===== src/rtl/evtq_pkg.sv =====
package evtq_pkg;

    localparam int EVT_W  = 8;
    localparam int ID_W   = EVT_W - 1;
    localparam int N_SRC  = 3;

    typedef struct packed {
        logic            active;
        logic [ID_W-1:0] id;
    } evt_t;

    // order is the arbitration priority, index 0 highest
    typedef enum logic [1:0] {
        SRC_KEY = 2'd0,
        SRC_GPI = 2'd1,
        SRC_LGC = 2'd2
    } src_e;

    function automatic logic is_event(evt_t e);
        return e.id != '0;
    endfunction

endpackage


===== src/rtl/evtq_arb.sv =====
module evtq_arb
    import evtq_pkg::*;
(
    input  logic [N_SRC-1:0] src_vld,
    input  evt_t             src_evt [N_SRC],
    output logic             req,
    output evt_t             evt
);

    always_comb begin
        req = 1'b0;
        evt = '0;
        // walk from lowest to highest priority so the highest overwrites
        for (int i = N_SRC - 1; i >= 0; i--) begin
            if (src_vld[i] && is_event(src_evt[i])) begin
                req = 1'b1;
                evt = src_evt[i];
            end
        end
    end

endmodule


===== src/rtl/evtq_store.sv =====
module evtq_store
    import evtq_pkg::*;
#(
    parameter int DEPTH = 16
) (
    input  logic                         clk,
    input  logic                         rst,
    input  logic                         push,
    input  logic                         pop,
    input  logic                         rd_strobe,
    input  evt_t                         din,
    output evt_t                         rd_q,
    output logic [$clog2(DEPTH+1)-1:0]   count,
    output logic                         stored,
    output logic                         lost
);

    localparam int PTR_W = (DEPTH > 1) ? $clog2(DEPTH) : 1;
    localparam int CNT_W = $clog2(DEPTH + 1);

    evt_t             mem [DEPTH];
    logic [PTR_W-1:0] wr_ptr, rd_ptr;
    logic             full, empty, pop_ok, push_ok;

    function automatic logic [PTR_W-1:0] step_ptr(logic [PTR_W-1:0] p);
        return (p == PTR_W'(DEPTH - 1)) ? '0 : p + 1'b1;
    endfunction

    assign full    = (count == CNT_W'(DEPTH));
    assign empty   = (count == '0);
    assign pop_ok  = pop && !empty;
    assign push_ok = push && (!full || pop_ok);
    assign stored  = push_ok;
    assign lost    = push && full && !pop_ok;

    always_ff @(posedge clk) begin
        if (push_ok) mem[wr_ptr] <= din;
    end

    always_ff @(posedge clk) begin
        if (rst) begin
            wr_ptr <= '0;
            rd_ptr <= '0;
            count  <= '0;
            rd_q   <= '0;
        end else begin
            if (push_ok) wr_ptr <= step_ptr(wr_ptr);
            if (pop_ok)  rd_ptr <= step_ptr(rd_ptr);
            case ({push_ok, pop_ok})
                2'b10:   count <= count + 1'b1;
                2'b01:   count <= count - 1'b1;
                default: count <= count;
            endcase
            if (rd_strobe) rd_q <= pop_ok ? mem[rd_ptr] : '0;
        end
    end

endmodule


===== src/rtl/evtq_flags.sv =====
module evtq_flags (
    input  logic clk,
    input  logic rst,
    input  logic stored,
    input  logic lost,
    input  logic int_clr,
    input  logic ovf_clr,
    output logic int_q,
    output logic ovf_q
);

    always_ff @(posedge clk) begin
        if (rst) begin
            int_q <= 1'b0;
            ovf_q <= 1'b0;
        end else begin
            if (stored)       int_q <= 1'b1;
            else if (int_clr) int_q <= 1'b0;
            if (lost)         ovf_q <= 1'b1;
            else if (ovf_clr) ovf_q <= 1'b0;
        end
    end

endmodule


===== src/rtl/evtq_top.sv =====
module evtq_top
    import evtq_pkg::*;
#(
    parameter int DEPTH = 16
) (
    input  logic                       clk,
    input  logic                       rst,
    input  logic                       key_vld,
    input  logic [7:0]                 key_evt,
    input  logic                       gpi_vld,
    input  logic [7:0]                 gpi_evt,
    input  logic                       lgc_vld,
    input  logic [7:0]                 lgc_evt,
    input  logic                       freeze,
    input  logic                       rd_pop,
    input  logic                       int_clr,
    input  logic                       ovf_clr,
    output logic [7:0]                 rd_data,
    output logic [$clog2(DEPTH+1)-1:0] evt_count,
    output logic                       evt_int,
    output logic                       ovf_flag
);

    logic [N_SRC-1:0] src_vld;
    evt_t             src_evt [N_SRC];
    logic             arb_req, stored, lost;
    evt_t             arb_evt, rd_q;

    assign src_vld[SRC_KEY] = key_vld;
    assign src_vld[SRC_GPI] = gpi_vld;
    assign src_vld[SRC_LGC] = lgc_vld;
    assign src_evt[SRC_KEY] = evt_t'(key_evt);
    assign src_evt[SRC_GPI] = evt_t'(gpi_evt);
    assign src_evt[SRC_LGC] = evt_t'(lgc_evt);

    evtq_arb u_arb (
        .src_vld (src_vld),
        .src_evt (src_evt),
        .req     (arb_req),
        .evt     (arb_evt)
    );

    evtq_store #(.DEPTH(DEPTH)) u_store (
        .clk       (clk),
        .rst       (rst),
        .push      (arb_req && !freeze),
        .pop       (rd_pop && !freeze),
        .rd_strobe (rd_pop),
        .din       (arb_evt),
        .rd_q      (rd_q),
        .count     (evt_count),
        .stored    (stored),
        .lost      (lost)
    );

    evtq_flags u_flags (
        .clk     (clk),
        .rst     (rst),
        .stored  (stored),
        .lost    (lost),
        .int_clr (int_clr),
        .ovf_clr (ovf_clr),
        .int_q   (evt_int),
        .ovf_q   (ovf_flag)
    );

    assign rd_data = rd_q;

endmodule


===== config.mk =====
export PLATFORM = sky130hd
export DESIGN_NAME = evtq_top
export DESIGN_NICKNAME = d
export VERILOG_FILES = /design/src/rtl/evtq_pkg.sv /design/src/rtl/evtq_arb.sv /design/src/rtl/evtq_store.sv /design/src/rtl/evtq_flags.sv /design/src/rtl/evtq_top.sv
export SDC_FILE = /design/constraint.sdc
export NUM_CORES = 1
export LEC_CHECK = 0
export BUFFER_PORTS_ARGS = -buffer_cell sky130_fd_sc_hd__buf_2
export CORE_ASPECT_RATIO = 1.25
export CORE_MARGIN = 8
export CORE_UTILIZATION = 47
export CTS_CLUSTER_DIAMETER = 120
export DETAILED_ROUTE_END_ITERATION = 12
export GPL_TIMING_DRIVEN = 1
export PLACE_DENSITY = 0.66
export SETUP_SLACK_MARGIN = 0.5
export SKIP_LAST_GASP = 1
export SYNTH_ARGS = -nofsm -noshare
export SYNTH_HDL_FRONTEND = slang
export SYNTH_SLANG_ARGS = --single-unit

===== constraint.sdc =====
create_clock -name clk -period 4.55 [get_ports clk]
set_clock_uncertainty 0.2 [all_clocks]
set_input_delay 0.455 -clock clk [delete_from_list [all_inputs] [get_ports clk]]
set_output_delay 0.455 -clock clk [all_outputs]
set_load 0.03 [all_outputs]

==> results of run 1 <==
[synth_stat cells (all sizes together) (4+ instances only)]
library cell    n
nand2b          5
a311oi          4
inv            15
a21oi          12
buf             5
nand3           7
nand2          23
ha              7
mux4           40
nor2           25
mux2i           4
and3           16
edfxtp        128
mux2            4
nor2b           6
a31oi           7
dfxtp          27
clkbuf         13
o21ai          12
[worst min-delay path: cells and delay by family]
family,cells,cell delay (ns)
buffers and inverters,2,0.14
and+or+nand+nor,1,0.08
AOI/OAI and AO/OA,1,0.05
[flip-flops by register name (all words and copies together) (netlist names), named ones only]
signal / count
u_flags.ovf_q: 1
u_store.wr_ptr: 4
u_store.count: 5
u_flags.int_q: 1
u_store.rd_ptr: 4
u_store.mem: 128
u_store.rd_q: 8
[power by group through the flow]
stage                     Sequential (mW)  Combinational, mW  Clock [mW]
final                                1.63              0.383        1.52
after global routing                 1.64              0.419        1.59
after CTS                            1.63              0.389        1.53
after detailed placement             1.66              0.387           0
after global placement               1.66              0.376           0
after floorplan                      1.66              0.259           0
[path summary, 6_finish.rpt]
path / to / slack (ns) / cells past startpoint
worst max register to register: u_store.mem[1][1] / 1.48 / 4
worst max-delay path: u_store.mem[1][1] / 1.48 / 4
worst min-delay path: u_flags.ovf_q / 0.13 / 4
worst min register to register: u_store.rd_q[0] / 0.25 / 2
[area by class of cell]
type | instances | area [um^2] | share of cell area
multi-input combinational | 202 | 2000 | 0.263
tap | 175 | 219 | 0.0288
sequential | 155 | 4390 | 0.577
clock buffer | 20 | 447 | 0.0588
inverter | 15 | 56.3 | 0.00741
clock inverter | 12 | 194 | 0.0255
timing repair buffer | 55 | 295 | 0.0389
[layout by cell type (no fill, tap or decap), drive strengths merged, types with 2 or more instances in the layout]
master	count
clkinv	5
and3	16
a21oi	12
a311oi	4
o21ai	12
nor2	25
nor2b	6
o41a	3
xor2	3
mux2i	4
nand2b	5
bufinv	5
a21o	2
a32oi	3
buf	55
ha	7
a31oi	7
edfxtp	128
or4	3
nand2	23
nor4	3
inv	16
mux2	4
nand3	7
clkbuf	20
mux4	40
o41ai	3
nor3	2
dfxtp	27
[through the flow]
stage / util / area [um^2] / power (mW) / instances
after detailed placement: 0.508 / 6960 / 2.05 / 602
after global routing: 0.555 / 7600 / 3.65 / 634
after floorplan: - / 6510 / 1.92 / 390
after global placement: 0.508 / 6960 / 2.04 / 602
after CTS: 0.555 / 7600 / 3.55 / 634
final: 0.555 / 7600 / 3.54 / 634
[kinds of logic after synthesis]
group	synth area share
adders and majority gates	0.0135
muxes	0.153
AOI/OAI and AO/OA	0.0634
DFF	0.673
and+or+nand+nor	0.0730
buffers and inverters	0.0202
xor gates and xnor gates	0.00404
[metal layers]
| layer | share of wire | global-route usage |
|---|---|---|
| met1 | 0.42 | 0.190 |
| met2 | 0.52 | 0.276 |
| met3 | 0.034 | 0.0405 |
| met4 | 0.024 | 0.0631 |
| met5 | 0 | 0 |
==> metrics, run 1 <==
Data arrival, critical path 2.92 ns; DP Wirelength 9420 um; ys flop type edfxtp_1; WS Path Type register to register; Vias/cell 5.65; pwr dens 465 mW/mm^2; number of fill cells in the layout 1107; DR DRC count 0; Worst setup EP type register; Sw Pwr 0.794 mW; Die X 121 um; DR pass1 iterations 4; hold-fix buffers at CTS 0; Cells after Synth 390; CTS tree yes; Clock power frac 0.431; minimum clock period 3.07 ns; clock sinks 155; Crit path buffers/inverters 0; main area contributors after synthesis edfxtp_1 59%, mux4_2 14%, dfxtp_1 8.3%; Rel. slew slack 0.154; status complete, no violations; R2R Path Start u_store.count[1]; Core Box Area 0.0137 mm^2; RSZ-0062 raised after global routing false; n_diodes 0; crit path max-delay cell type a311oi_2; Worst-path clk slew 0.06 ns; synthesized area per cell 16.7 um^2; Pleak 2.65 nW; Hold Slack 0.128 ns; I/O pins 48; area grow syn2layout 16.7%; synthesis-stage register bit count 155; number of global-route vias before repair 3861; Post-Route WL 13500 um; first-pass GRT wire length 21600 um; CP Cell Sequence nor4_1 > and3_1 > a311oi_2 > and3_1; largest area contributor in the netlist edfxtp_1; Worst Setup SP u_store.count[1]; CP max FO 17; Port Buf Inserts 47; RePlAce Congestion 0.814; Max IR drop VDD 0.238 mV; # setup viols final 0; post_cts resized 0; Logic pwr share 0.108; Final Slew Violations 0; hold_sp ovf_clr; Sw Ratio 0.224; Internal Dissipation 2.74 mW; Max Cap Viol 0; antenna-violating nets left 0; Worst Setup Slack post-DPL 1.10 ns; CTS Buf Count 17; clk_lat worst skew 0.42 ns; # Post-CTS Setup Buffers 0; Worst-Margin Slew 1.26 ns; post-synth top area share 0.590; CTS H-tree depth 4; initial DRC count 250; Critical Path RT 4.40 ns; largest net degree at the start of global routing 33; delay-heaviest family, CP simple AND/OR/NAND/NOR gates; Seq pwr share 0.461; yosys warns 0; post-route clock period utilization 0.675; fin nets 486; CP max stage delay 0.88 ns; clk root buf clkbuf_16; Post-synth ARST share 0; CP startpoint kind register; endpoints failing hold 0; cell mode on critical path and3_1; full die area 0.0179 mm^2; Max Freq 0.325 GHz; post-route setup slack 1.48 ns; Starting Density 0.476; routed length per instance 21.3 um; initial antenna violation count 0; syn_nets 430; final setup TNS 0 ns; GRT overflow 0; buffer levels on the longest clock path 2; GR Util All Layers 0.161; Die Y 148 um; share of layout cells above drive strength 1 0.312; Synth cell types 47; Rows 48; Post-Synthesis Cell Area 0.00651 mm^2; type of the worst min-delay path input pin to register; via count 3579; number of synthesized flops with an enable pin 128; sequential area share after synthesis 0.673
Power figures use the tool's default switching activity.
==> inputs of run 2 (changes only) <==
Settings changed: PLACE_DENSITY 0.66 to 0.68.
Clock period 4.55 ns to 2.6 ns, I/O delays scaled along.
==> run 2 against run 1 <==
Against the previous run:
- clock power up 68%
- flip-flop and latch count unchanged
- worst setup slack worse by 1.5 ns
- sequential power is 73% higher
- sequential share of layout area is 8.3 points lower
- register-to-register slack got worse by 1.4 ns
- via count is 14% higher
- final area grew 17%
- final cell count grew 13%
- non-clock buffer count rose by 85
- critical path type is now input pin to register
- largest power group unchanged
==> metrics, run 2 (same netlist as run 1, synthesis figures left out) <==
status complete, no violations; Critical Path RT 2.71 ns; commonest non-fill, non-tap cell in the layout edfxtp_1; Max IR drop VDD 0.407 mV; R2R depth 9; RSZ-0062 raised after global routing true; Post-Layout Cell Count 719; first-pass GRT wire length 24400 um; dpl cells 645; DP Wirelength 9780 um; # setup viols final 0; most frequent cells in the layout 128 x edfxtp_1, 53 x buf_4, 45 x buf_2; n_diodes 0; top flop regs u_store.mem x128, u_store.rd_q x8, u_store.count x5; routed length per instance 22.5 um; Rel. slew slack 0.533; post-route clock period utilization 0.998; area grow syn2layout 36.4%; Max Freq 0.385 GHz; Pleak 3.16 nW; GR Util All Layers 0.184; buffer levels on the longest clock path 2; most flop-heavy register u_store.mem; Data arrival, critical path 2.71 ns; Vias/cell 5.68; Worst-Margin Slew 0.698 ns; r2r endpoint u_store.count[4]; RePlAce Congestion 0.815; initial antenna violation count 0; DR DRC count 0; I/O pins 48; Worst-path clk slew 0.06 ns; hold_sp rst; CP max FO 4; Hold Path Sink u_flags.int_q; Die Y 148 um; full die area 0.0179 mm^2; Util after Layout 0.648; number of global-route vias before repair 4412; largest net degree at the start of global routing 33; Final Slew Violations 0; Post-Route WL 16200 um; antenna-violating nets left 0; Worst setup EP type register; Starting Density 0.476; CTS tree yes; r2r setup slk 0.12 ns; via count 4082; share of layout cells above drive strength 1 0.507; flip-flop count of the largest register after layout 128; WS Path Type input pin to register; DR pass1 iterations 4; GRT overflow 0; Pwr Total 6.49 mW; Die X 121 um; endpoints failing hold 0; Core Box Area 0.0137 mm^2; CTS H-tree depth 4; Rows 48; Hold Path Depth 2; initial DRC count 270; clk root buf clkbuf_16; clock sinks 155; number of fill cells in the layout 940; CP startpoint kind input pin; Port Buf Inserts 47; R2R Path Start u_store.count[4]; Max Cap Viol 0; CTS Buf Count 17; minimum clock period 2.59 ns; fin nets 571; pwr dens 731 mW/mm^2; type of the worst min-delay path input pin to register; clk_lat worst skew 0.42 ns
-- run 2: changes by cell type in the layout (fill, tap and decap cells not counted), moves of 5 or more --
cell,previous run,this run
nor2_4,0,5
and3_1,16,3
buf_12,0,14
a31oi_4,0,5
buf_6,0,20
nor2_1,25,20
inv_1,15,7
o21ai_0,12,2
a31oi_1,7,2
buf_4,8,53
inv_2,0,8
and3_4,0,13
o21ai_2,0,7
-- run 2: cell type report --
type / instances / area, um^2 / share of cell area
Clock inverter: 12 / 164 / 0.0185
Tap cell: 175 / 219 / 0.0247
Sequential cell: 155 / 4390 / 0.495
Timing Repair Buffer: 140 / 1300 / 0.146
Inverter: 15 / 56.3 / 0.00634
Multi-Input combinational cell: 202 / 2300 / 0.260
Clock buffer: 20 / 447 / 0.0503
-- run 2: how the worst max path moves through the flow --
stage / endpoint / slack (ns) / start
floorplan: u_store.count[4] / -0.36 / key_evt[2]
global placement: u_store.count[4] / -0.42 / key_evt[2]
detailed placement: u_store.count[4] / -0.49 / key_evt[2]
CTS: u_store.count[4] / 0.007 / key_evt[2]
global route: u_store.count[4] / -0.07 / key_evt[2]
finish: u_store.count[4] / 0.005 / key_evt[2]
-- run 2: critical path, cell delays in order --
cell and delay (ns):
buf_6 0.09, or4_4 0.54, o41a_4 0.39, nor4_4 0.36, xor2_1 0.12, ha_2 0.21, a31oi_1 0.18, nor2b_1 0.06
mux2i_1 0.14, mux2_2 0.34
-- run 2: power breakdown --
part / switching (mW) / leakage (nW) / internal (mW)
Combinational: 0.527 / 1.50 / 0.585
Clock: 1.01 / 0.289 / 1.55
Sequential: 0.0468 / 1.38 / 2.78
Total: 1.58 / 3.16 / 4.91
-- run 2: what timing repair did --
item / 4_1_cts / 5_1_grt
endpoints found under the setup margin: 236 / 274
gates cloned: 6 / 2
buffers inserted: 27 / 5
resized for setup: 38 / 31
endpoints found under the hold margin: 2 / 0
pin swaps: 8 / 13
hold buffers: 2 / 0
-- run 2: per-stage QoR --
step	instance area [um^2]	setup TNS, ns	hold WS, ns	setup WS, ns
2_1_floorplan	6780	-4.26	0.236	-0.361
3_3_place_gp	7560	-2.92	0.229	-0.419
3_5_place_dp	7560	-4.59	0.242	-0.490
4_1_cts	8700	0	0.0320	0.00651
5_1_grt	8880	-0.0677	0.0653	-0.0677
6_report	8880	0	0.0479	0.00542
-- run 2: layer usage --
metal / part of all wire / track usage
met5: 0 / 0
met4: 0.031 / 0.0785
met3: 0.039 / 0.0385
met2: 0.55 / 0.333
met1: 0.38 / 0.201
==> inputs of run 3 (changes only) <==
Settings changed: CTS_BUF_LIST set to sky130_fd_sc_hd__clkbuf_4 sky130_fd_sc_hd__clkbuf_8, CTS_CLUSTER_SIZE set to 8.
==> run 3 against run 2 <==
Against the previous run:
- utilization shrank 1.3 points
- largest cell class unchanged
- final area shrank 2.1%
- non-clock buffer count rose by 1
- total power shrank 10%
- fmax is 0.95% higher
- combinational power about the same
==> metrics, run 3 (same netlist as run 1, synthesis figures left out) <==
CTS H-tree depth 4; I/O pins 48; clock sinks 155; Worst Setup SP key_evt[2]; CTS tree yes; CTS Buf Count 17; DR DRC count 0; DP Wirelength 9780 um; initial antenna violation count 0; share of layout cells above drive strength 1 0.515; most frequent cells in the layout 128 x edfxtp_1, 60 x buf_4, 45 x buf_2; r2r endpoint u_store.count[4]; Worst-Margin Slew 0.710 ns; Data arrival, critical path 2.71 ns; GR Util All Layers 0.181; Port Buf Inserts 47; initial DRC count 243; antenna-violating nets left 0; pwr dens 670 mW/mm^2; post-route clock period utilization 0.989; Die X 121 um; Pleak 3.08 nW; Max Cap Viol 0; CP max stage delay 0.53 ns; largest net degree at the start of global routing 33; first-pass GRT wire length 24200 um; Pwr Total 5.83 mW; RSZ-0062 raised after global routing true; via count 4044; Max IR drop VDD 0.316 mV; Rows 48; Vias/cell 5.61; number of global-route vias before repair 4401; Die Y 148 um; CP Capture Point u_store.count[4]; type of the worst min-delay path input pin to register; Starting Density 0.476; clk_lat worst skew 0.44 ns; endpoints failing hold 0; dpl cells 645; CP max FO 4; Core Box Area 0.0137 mm^2; R2R Path Start u_store.count[4]; commonest non-fill, non-tap cell in the layout edfxtp_1; Post-Route WL 15800 um; flip-flop count of the largest register after layout 128; Final Slew Violations 0; DR pass1 iterations 5; Post-Layout Cell Count 721; r2r setup slk 0.12 ns; # setup viols final 0; Rel. slew slack 0.525; CP Cell Sequence buf_6 > or4_4 > o41a_4 > nor4_4 > xor2_1 > ha_2 > o31a_1 > nor3_1 > mux2i_1 > mux2_2; R2R depth 9; RePlAce Congestion 0.815; routed length per instance 21.8 um; Worst setup EP type register; clk root buf clkbuf_8; full die area 0.0179 mm^2; minimum clock period 2.57 ns; area grow syn2layout 33.5%; Worst-path clk slew 0.08 ns; status complete, no violations; CP startpoint kind input pin; Hold Slack 0.0236 ns; WS Path Type input pin to register; fin nets 573; hold_sp rst; crit path max-delay cell type or4_4; buffer levels on the longest clock path 2; Max Freq 0.389 GHz; Critical Path RT 2.74 ns; GRT overflow 0; n_diodes 0; most flop-heavy register u_store.mem; top flop regs u_store.mem x128, u_store.rd_q x8, u_store.count x5
==> run 3: worst min-delay path by stage <==
stage / to / slack [ns] / depth (start not counted)
after floorplan: u_flags.ovf_q / 0.24 / 3
after global placement: u_store.rd_q[0] / 0.23 / 2
after detailed placement: u_store.rd_q[3] / 0.24 / 2
after CTS: u_flags.ovf_q / 0.001 / 2
after global routing: u_flags.int_q / 0.03 / 2
final: u_flags.ovf_q / 0.02 / 2
==> run 3: critical path: cells and delay by family <==
kind / cells / cell delay [ns]
fa+ha+maj: 1 / 0.23
compound gates: 2 / 0.52
xor+xnor: 1 / 0.20
simple gates: 3 / 0.93
mux: 2 / 0.47
buf+inv: 1 / 0.09
==> run 3: final cells by class <==
type                       count  area [um^2]
clock buffer                  20          263
clock inverter                12          164
fill                         954         5000
inverter                      15         56.3
multi-input combinational    203         2360
sequential                   155         4390
tap                          175          219
timing repair buffer         141         1240
==> run 3: power breakdown <==
| part | total (mW) | internal [mW] | switching [mW] |
|---|---|---|---|
| Combinational | 1.10 | 0.575 | 0.522 |
| Clock | 1.91 | 1.01 | 0.903 |
| Sequential | 2.82 | 2.77 | 0.0454 |
| Total | 5.83 | 4.36 | 1.47 |
==> run 3: what timing repair did <==
item                                   4_1_cts  5_1_grt
gates cloned                                 6        0
pin swaps                                   16       11
setup endpoints to repair                  219      258
setup buffers                               28        8
hold buffers                                 2        0
endpoints found under the hold margin        2        0
gates resized for setup                     40       30
==> run 3: per-stage QoR <==
stage | util | cell area, um^2 | setup WS [ns] | setup TNS [ns]
2_1_floorplan | - | 6780 | -0.361 | -4.26
3_3_place_gp | 0.552 | 7560 | -0.419 | -2.92
3_5_place_dp | 0.552 | 7560 | -0.490 | -4.59
4_1_cts | 0.622 | 8510 | 0.0411 | 0
5_1_grt | 0.635 | 8690 | -0.0213 | -0.0213
6_report | 0.635 | 8690 | 0.0298 | 0
==> run 3: layer usage <==
metal,vias up,share of wire,track usage
li1,1849,-,-
met1,2031,0.38,0.199
met2,125,0.55,0.324
met3,39,0.039,0.0424
met4,0,0.036,0.0823
met5,-,0,0
